### src/rtl/qsel_pkg.sv
package qsel_pkg;

   typedef enum logic [1:0] {
      SRC_QUAD   = 2'b00,
      SRC_DIRCNT = 2'b01,
      SRC_UP     = 2'b10,
      SRC_DOWN   = 2'b11
   } src_mode_e;

   // request produced by a decoder for one sample step
   typedef struct packed {
      logic stb;        // count this step
      logic dir;        // 1 = up
      logic dir_upd;    // direction value is meaningful this step
      logic err;        // illegal transition seen
   } cnt_req_t;

endpackage

### src/rtl/qsel_phase_hist.sv
module qsel_phase_hist (
   input  logic       clk,
   input  logic       rst_n,
   input  logic       phase_a,
   input  logic       phase_b,
   output logic [1:0] prev_ab,
   output logic       primed
);

   always_ff @(posedge clk or negedge rst_n) begin
      if (!rst_n) begin
         prev_ab <= 2'b00;
         primed  <= 1'b0;
      end else begin
         prev_ab <= {phase_a, phase_b};
         primed  <= 1'b1;
      end
   end


   primed_sticks_chk: assert property (@(posedge clk) disable iff (!rst_n)
      primed |=> primed);

endmodule

### src/rtl/qsel_quad_dec.sv
module qsel_quad_dec
   import qsel_pkg::*;
(
   input  logic [1:0] cur_ab,
   input  logic [1:0] prev_ab,
   input  logic       primed,
   output cnt_req_t   req
);

   logic [1:0] delta;

   always_comb begin
      delta       = cur_ab ^ prev_ab;
      req.stb     = primed && (delta[1] ^ delta[0]);
      req.err     = primed && (delta[1] & delta[0]);
      // forward Gray order 00,10,11,01 on {A,B}
      req.dir     = cur_ab[1] ^ prev_ab[0];
      req.dir_upd = req.stb;
   end

endmodule

### src/rtl/qsel_ext_dec.sv
module qsel_ext_dec
   import qsel_pkg::*;
(
   input  logic       cur_a,
   input  logic       cur_b,
   input  logic       prev_a,
   input  logic       primed,
   input  src_mode_e  mode,
   output cnt_req_t   req
);

   always_comb begin
      req.stb     = primed && cur_a && !prev_a;
      req.err     = 1'b0;
      req.dir_upd = 1'b1;
      unique case (mode)
         SRC_UP:   req.dir = 1'b1;
         SRC_DOWN: req.dir = 1'b0;
         default:  req.dir = cur_b;
      endcase
   end

endmodule

### src/rtl/qsel_pos_counter.sv
module qsel_pos_counter #(
   parameter int POS_W = 32
) (
   input  logic             clk,
   input  logic             rst_n,
   input  logic             stb,
   input  logic             dir,
   output logic [POS_W-1:0] position
);

   localparam logic [POS_W-1:0] ONE = {{(POS_W-1){1'b0}}, 1'b1};

   always_ff @(posedge clk or negedge rst_n) begin
      if (!rst_n)
         position <= '0;
      else if (stb)
         position <= dir ? position + ONE : position - ONE;
   end


   pos_up_chk: assert property (@(posedge clk) disable iff (!rst_n)
      (stb && dir) |=> position == $past(position) + ONE);


   pos_down_chk: assert property (@(posedge clk) disable iff (!rst_n)
      (stb && !dir) |=> position == $past(position) - ONE);


   pos_hold_chk: assert property (@(posedge clk) disable iff (!rst_n)
      !stb |=> $stable(position));

endmodule

### src/rtl/qsel_count_source.sv
module qsel_count_source
   import qsel_pkg::*;
#(
   parameter int POS_W   = 32,
   parameter bit REG_OUT = 1'b1
) (
   input  logic             clk,
   input  logic             rst_n,
   input  logic             phase_a,
   input  logic             phase_b,
   input  logic [1:0]       src_mode,
   output logic             cnt_stb,
   output logic             cnt_dir,
   output logic             phase_err,
   output logic [POS_W-1:0] position
);

   localparam int MIN_POS_W = 2;

   if (POS_W < MIN_POS_W) begin : g_bad_width
      $error("qsel_count_source: POS_W must be at least %0d", MIN_POS_W);
   end

   src_mode_e  mode;
   logic [1:0] cur_ab;
   logic [1:0] prev_ab;
   logic       primed;
   cnt_req_t   quad_req;
   cnt_req_t   ext_req;
   cnt_req_t   sel_req;
   logic       dir_hold;

   assign mode   = src_mode_e'(src_mode);
   assign cur_ab = {phase_a, phase_b};

   qsel_phase_hist u_hist (
      .clk     (clk),
      .rst_n   (rst_n),
      .phase_a (phase_a),
      .phase_b (phase_b),
      .prev_ab (prev_ab),
      .primed  (primed)
   );

   qsel_quad_dec u_quad (
      .cur_ab  (cur_ab),
      .prev_ab (prev_ab),
      .primed  (primed),
      .req     (quad_req)
   );

   qsel_ext_dec u_ext (
      .cur_a   (phase_a),
      .cur_b   (phase_b),
      .prev_a  (prev_ab[1]),
      .primed  (primed),
      .mode    (mode),
      .req     (ext_req)
   );

   assign sel_req = (mode == SRC_QUAD) ? quad_req : ext_req;

   if (REG_OUT) begin : g_reg_out
      always_ff @(posedge clk or negedge rst_n) begin
         if (!rst_n) begin
            cnt_stb   <= 1'b0;
            phase_err <= 1'b0;
            dir_hold  <= 1'b1;
         end else begin
            cnt_stb   <= sel_req.stb;
            phase_err <= sel_req.err;
            if (sel_req.dir_upd)
               dir_hold <= sel_req.dir;
         end
      end
      assign cnt_dir = dir_hold;


      first_step_quiet_chk: assert property (@(posedge clk) disable iff (!rst_n)
         !primed |=> (!cnt_stb && !phase_err));


      ext_no_err_chk: assert property (@(posedge clk) disable iff (!rst_n)
         (mode != SRC_QUAD) |=> !phase_err);


      dircnt_no_rise_chk: assert property (@(posedge clk) disable iff (!rst_n)
         (mode != SRC_QUAD && !phase_a) |=> !cnt_stb);


      up_dir_chk: assert property (@(posedge clk) disable iff (!rst_n)
         (mode == SRC_UP) |=> cnt_dir);


      down_dir_chk: assert property (@(posedge clk) disable iff (!rst_n)
         (mode == SRC_DOWN) |=> !cnt_dir);
   end else begin : g_comb_out
      always_ff @(posedge clk or negedge rst_n) begin
         if (!rst_n)
            dir_hold <= 1'b1;
         else if (sel_req.dir_upd)
            dir_hold <= sel_req.dir;
      end
      assign cnt_stb   = sel_req.stb;
      assign phase_err = sel_req.err;
      assign cnt_dir   = sel_req.dir_upd ? sel_req.dir : dir_hold;
   end


   err_excl_stb_chk: assert property (@(posedge clk) disable iff (!rst_n)
      !(phase_err && cnt_stb));


   err_single_chk: assert property (@(posedge clk) disable iff (!rst_n)
      phase_err |=> !phase_err);

   qsel_pos_counter #(.POS_W(POS_W)) u_cnt (
      .clk      (clk),
      .rst_n    (rst_n),
      .stb      (cnt_stb),
      .dir      (cnt_dir),
      .position (position)
   );

endmodule

### config.mk
export PLATFORM = sky130hd
export DESIGN_NAME = qsel_count_source
export DESIGN_NICKNAME = d
export VERILOG_FILES = /design/src/rtl/qsel_pkg.sv /design/src/rtl/qsel_phase_hist.sv /design/src/rtl/qsel_quad_dec.sv /design/src/rtl/qsel_ext_dec.sv /design/src/rtl/qsel_pos_counter.sv /design/src/rtl/qsel_count_source.sv
export SDC_FILE = /design/constraint.sdc
export NUM_CORES = 1
export LEC_CHECK = 0
export ABC_AREA = 1
export BUFFER_PORTS_ARGS = -buffer_cell sky130_fd_sc_hd__buf_2
export CAP_MARGIN = 20
export CORE_ASPECT_RATIO = 0.9
export CORE_MARGIN = 5
export CORE_UTILIZATION = 56
export CTS_BUF_LIST = sky130_fd_sc_hd__clkbuf_4 sky130_fd_sc_hd__clkbuf_8
export DETAILED_ROUTE_END_ITERATION = 12
export GPL_ROUTABILITY_DRIVEN = 1
export HOLD_SLACK_MARGIN = 0.03
export MAX_ROUTING_LAYER = met4
export PLACE_DENSITY_LB_ADDON = 0.05
export REMOVE_ABC_BUFFERS = 1
export SETUP_SLACK_MARGIN = 0.02
export SLEW_MARGIN = 20
export SYNTH_ARGS = -nofsm -noshare
export SYNTH_HDL_FRONTEND = slang
export SYNTH_SLANG_ARGS = --single-unit
### constraint.sdc
create_clock -name clk -period 2.4 [get_ports clk]
set_input_delay 0.48 -clock clk [delete_from_list [all_inputs] [get_ports clk]]
set_output_delay 0.48 -clock clk [all_outputs]
set_load 0.03 [all_outputs]
After elaboration in Yosys (flattened, before gate mapping)

Index checks and enable logic that the tools add are counted.
Widths: inputs -> output; s select.

Register bits: 38
Output and inout port bits: 35
Word-level logic and storage cells: 23
Input port bits: 6

Equal/unequal tests: 2
Bitwise gates (word level): 4
Reductions and logical operators: 6
Add/sub/neg operators: 2
Mux-type cells: 3

Operators by type and width:

| cell                  | number |
|---|---|
| $add 32x1->32 const B | 1 |
| $mux 32               | 1 |
| $sub 32x1->32 const B | 1 |
| $eq 2x2->1 const B    | 2 |
| $logic_and 1x1->1     | 4 |
| $mux 4                | 1 |
| $logic_not 2->1       | 1 |
| $pmux 1 s2            | 1 |
| $xor 1x1->1           | 2 |
| $xor 2x2->2           | 1 |
| $and 1x1->1           | 1 |
| $logic_not 1->1       | 1 |

Logic depth before layout (Yosys ltp)

Depth after elaboration: 4
Gate-level depth with buffers: 13
Gate-level depth less buffers: 13

Hierarchy

A second synthesis with hierarchy kept.

Cells, all modules: 667
Area, all modules: 3,956.3 um^2

By module, submodules not included:

| module            | area an instance (um^2) | times used | cells an instance | seq. area each (um^2) |
|---|---|---|---|---|
| qsel_pos_counter  | 3,592.2                 | 1          | 611               | 800.8 |
| qsel_count_source | 152.6                   | 1          | 22                | 76.3 |
| qsel_quad_dec     | 83.8                    | 1          | 19                | 0.0 |
| qsel_phase_hist   | 78.8                    | 1          | 4                 | 75.1 |
| qsel_ext_dec      | 48.8                    | 1          | 11                | 0.0 |

Worst setup path before layout

Ideal clock, no wire load.

Kind: reg2reg
Start: reg dir_hold, in the netlist cnt_dir
End: reg u_cnt.position[29]
Buffers on the path: 0
Cell stages (with the launch flop): 12
Clock period less this slack: 2.439 ns
Path slack: -0.039 ns
Library setup time: 0.117 ns
Arrival: 2.321 ns
Data required time: 2.283 ns
Cell sequence: dfstp_2 -> inv_1 -> ha_1 -> or2_1 -> nand3_1 -> nand2_1 -> nand2_1 -> nand2_2 -> nand2_1 -> nand3_1 -> nand3_1 -> nand2_1

Word-level cells in the longest chain between the ends: 1

Ends and longest elaborated chain:

| element                  | line                    | text |
|---|---|---|
| start: declaration       | qsel_count_source.sv:31 | `logic dir_hold;` |
| start signal: assignment | qsel_count_source.sv:73 | `dir_hold <= sel_req.dir;` |
| $mux 32                  | qsel_pos_counter.sv:17  | `position <= dir ? position + ONE : position - ONE;` |
| end signal: assignment   | qsel_pos_counter.sv:17  |  |
| end: declaration         | qsel_pos_counter.sv:8   | `output logic [POS_W-1:0] position` |

No other way between the ends.
A chain may end at the register's enable or synchronous reset.

Worst setup path after layout

Start: reg dir_hold, in the netlist cnt_dir
End: reg u_cnt.position[26]

Same word-level chain as after synthesis.

==> flow_summary.rst <==
.. list-table::
   :header-rows: 1

   * - Metric
     - Value
   * - Worst clock skew on the final layout
     - slightly above 0.01 ns
   * - Crit path max-delay cell type
     - sky130_fd_sc_hd__dfstp_2
   * - Leading cell types by count after synthesis
     - sky130_fd_sc_hd__nand2_1, sky130_fd_sc_hd__inv_1, sky130_fd_sc_hd__nand3_1, sky130_fd_sc_hd__nor2_1, sky130_fd_sc_hd__dfrtp_1
   * - Row count
     - 28
   * - Setup-failing EPs final
     - 0
   * - Number of warnings issued by yosys
     - 0
   * - Cell seen most often among critical-path stages
     - sky130_fd_sc_hd__nand2_1
   * - Wire length of the first global-routing pass
     - 16,800 um
   * - Pin count of the biggest net entering global routing
     - 46
   * - Global route overflow
     - 0
   * - Horiz. Die Dim
     - about 97 um
   * - Final count of hold timing violations
     - 0
   * - Count of vias placed by the detailed router
     - 3,865
   * - Library cells used by synthesis
     - 29
   * - # Post-CTS Setup Buffers
     - 0
   * - Main combinational cell family by area after synthesis
     - simple AND/OR/NAND/NOR gates
   * - Weighted congestion reported at the end of routability-driven placement
     - 0.947
   * - Critical path required time
     - 2.60 ns
   * - Antenna viol nets, final
     - 0
   * - Count of final max-slew check failures
     - 0
   * - Cell-by-cell trace of the critical path
     - inv_1 -> buf_12 -> ha_1 -> nand2_1 -> nand2_1 -> nand2_1 -> nand2_1 -> nand2_1 -> nand3_2 -> nand2_1 -> nand4_1 -> nand3_1 -> nand2_1
   * - # clock sinks
     - 38
   * - Areal power density over the cells
     - between 1000 and 1500 nW/um^2
   * - Average wire per cell in the routed design
     - 12.9 um
   * - Fraction of the mapped netlist area in simple logic gates
     - 41.3%
   * - Synthesis-stage register bit count
     - 38
   * - Max capacitance violation total
     - 0
   * - Largest stage delay on the critical path
     - 0.53 ns
   * - Slew of the pin with the lowest slew margin
     - 0.905 ns
   * - Area added between synthesis and finish
     - 13.2%
   * - HPWL reported at the end of detailed placement
     - 7750 um
   * - Most used flip-flop cell after synthesis
     - sky130_fd_sc_hd__dfrtp_1
   * - # diodes
     - 0
   * - Per-instance average area after synthesis
     - 5.96 sq um
   * - Clock slew at reported path FFs
     - approximately 0.090 ns
   * - Via density
     - 5.01
   * - Overall routing resource usage
     - 25.0%
   * - Fin crit period
     - between 2 and 2.5 ns
   * - Core Area
     - 6590 sq um
   * - Sort of element at the start of the critical path
     - register
   * - Hold-fix buffer count after cts
     - 0
   * - Initial core utilization
     - 57.6%
   * - Run status
     - finished clean
   * - Number of port buffers
     - 40
   * - I/O pin count
     - 41
   * - Syn Std Cell Area
     - 3790 sq um
   * - Vias in the first global route
     - between 3,000 and 4,000
   * - Fraction of synthesized cell area taken by the top area cell type
     - 26.1%
   * - Cell with the most instances after synthesis
     - sky130_fd_sc_hd__nand2_1
   * - Category of the critical setup timing path
     - register to register
   * - Maximum ir drop on the vdd rail
     - 0.686 mV
   * - DR iter-0 viols
     - between 200 and 300
   * - Maximum count of clock buffers along a single path
     - 2
   * - Worst min-delay path class
     - primary input to asynchronous set/reset pin
   * - Leakage power figure
     - 2.61 nW
   * - Post-Synth Adder-Cell Area
     - a little over a tenth
   * - Die extent in y
     - 88.1 um
   * - Number of enable-type register cells in the synthesized netlist
     - 0
   * - Arrival time worst endpoint
     - 2.45 ns
   * - Total Die Area
     - between 8000 and 9000 sq um
   * - Share of flip-flops with an asynchronous set or reset
     - 100%
   * - Achievable frequency
     - 443 MHz
   * - Clk Tree Root Cell
     - sky130_fd_sc_hd__clkbuf_8
   * - Cts bufs inserted
     - 5
   * - Unrepaired setup endpoints after global routing
     - yes
   * - Area fraction in compound gates after synthesis
     - 6.34%
   * - Residual DRC count
     - 0
   * - Max-Slew Margin vs Limit
     - 39.7%
   * - Sequential fraction of the synthesis area
     - 25.1%
   * - Instance area after placement
     - approximately 4100 sq um
   * - Post-layout utilization of the core
     - 65.2%
   * - Top post-synthesis cells by area
     - sky130_fd_sc_hd__nand2_1, sky130_fd_sc_hd__dfrtp_1, sky130_fd_sc_hd__inv_1, sky130_fd_sc_hd__ha_1, sky130_fd_sc_hd__nand3_1
   * - CTS tree
     - done
   * - Post-synthesis cell type with the largest combined area
     - sky130_fd_sc_hd__nand2_1
   * - Share of the clock period used by the worst path
     - 94.0%
   * - NumNets Final
     - 718
   * - Post-synthesis share of cell area spent on xor and xnor gates
     - 3.93%
   * - Layout cell share with drive strength beyond 1
     - 13.1%
   * - Design Area, Final
     - between 4000 and 5000 sq um
   * - Count of TritonRoute iterations in the first routing pass
     - 5
   * - Number of levels the H-tree was split into
     - 2
   * - Total Routed Length
     - 9950 um
   * - Maximum fanout count along the critical path
     - 30
   * - Clock insertion delay at the later pin of the skew report
     - slightly above 0.3 ns
   * - Synthesized instance count
     - 636
   * - Antenna violations before repair
     - 0
   * - Post-synthesis mux area share
     - 0%
   * - Sort of element at the end of the critical path
     - register
==> repair_timing <==
item	4_1_cts	5_1_grt
gates resized for setup	0	18
hold endpoints to repair	0	0
setup endpoints to repair	0	15
==> stage by stage <==
| stage | std cells | hold WS, ns | setup TNS [ns] | setup slack, ns | power [mW] |
|---|---|---|---|---|---|
| after floorplan | 630 | 0.184 | -0.250 | -0.0536 | 4.54 |
| final | 771 | 0.298 | 0 | 0.144 | 6.37 |
| after global placement | 763 | 0.488 | 0 | 0.150 | 5.58 |
| after CTS | 771 | 0.320 | 0 | 0.129 | 6.25 |
| after global routing | 771 | 0.314 | -0.0971 | -0.0335 | 7.05 |
| after detailed placement | 763 | 0.498 | 0 | 0.151 | 5.64 |
==> cell families after synthesis <==
| logic type | count (synthesis) |
|---|---|
| xor+xnor | 17 |
| fa+ha+maj | 32 |
| compound gates | 45 |
| other cells | 1 |
| simple gates | 378 |
| flops | 38 |
| buf+inv | 125 |
==> registers in the layout, indices dropped and copies added (netlist names) <==
name	flops
cnt_stb	1
phase_err	1
cnt_dir	1
u_cnt.position	32
u_hist.prev_ab	2
u_hist.primed	1
==> report_power, final <==
part	leakage, nW	switching (mW)	total, mW	internal, mW
Sequential	0.465	0.253	1.17	0.914
Combinational	2.09	3.06	4.62	1.56
Clock	0.0548	0.261	0.583	0.322
==> area by class of cell <==
cell class | count | area (sq um)
clock buffer | 6 | 76.3
clock inverter | 2 | 37.5
fill | 659 | 2290
inverter | 119 | 447
multi-input combinational | 473 | 2430
sequential | 38 | 952
tap | 90 | 113
timing repair buffer | 43 | 235
==> worst paths after layout <==
path	startpoint	endpoint	slack (ns)	cells after the start
max	cnt_dir$_DFFE_PN1P_	u_cnt.position[26]$_DFFE_PN0P_	0.14	13
max in group asynchronous	rst_n	u_cnt.position[25]$_DFFE_PN0P_	1.54	1
min reg2reg	u_cnt.position[12]$_DFFE_PN0P_	u_cnt.position[12]$_DFFE_PN0P_	0.52	2
min	rst_n	u_cnt.position[12]$_DFFE_PN0P_	0.30	1
max reg2reg	cnt_dir$_DFFE_PN1P_	u_cnt.position[26]$_DFFE_PN0P_	0.14	13
min in group clk	phase_b	u_hist.prev_ab[0]$_DFF_PN0_	0.32	1
==> critical path: cells and delay by family (launching register included) <==
family	cells	cell delay, ns
buffers and inverters	2	0.25
and+or+nand+nor	10	0.99
DFF	1	0.53
adders and majority gates	1	0.39
==> per-layer routing <==
| metal | share of wire, % | up-vias | wire [um] | global-route usage (%) |
|---|---|---|---|---|
| met1 | 49 | 1730 | 4870 | 33.2 |
| li1 | - | 2028 | - | - |
| met4 | 2.3 | 0 | 225 | 8.29 |
| met2 | 44 | 88 | 4380 | 39.2 |
| met3 | 4.9 | 19 | 483 | 4.06 |
| met5 | 0 | - | 0 | - |
==> placed cells by master, fill, tap and decap left out, drive strengths merged <==
| cell | count |
|---|---|
| dfrtp | 37 |
| nor2 | 44 |
| fa | 1 |
| inv | 119 |
| xnor2 | 12 |
| dfstp | 1 |
| o21a | 1 |
| bufinv | 1 |
| nand3 | 45 |
| o21bai | 3 |
| a21oi | 23 |
| o21ai | 16 |
| a21o | 1 |
| or2 | 2 |
| nand4 | 3 |
| clkinvlp | 1 |
| buf | 43 |
| and2 | 1 |
| clkbuf | 6 |
| xor2 | 5 |
| nor3 | 3 |
| nand3b | 4 |
| nand2 | 276 |
| o211ai | 1 |
| conb | 1 |
| ha | 31 |
No activity file was read; power rests on OpenSTA's default activity.
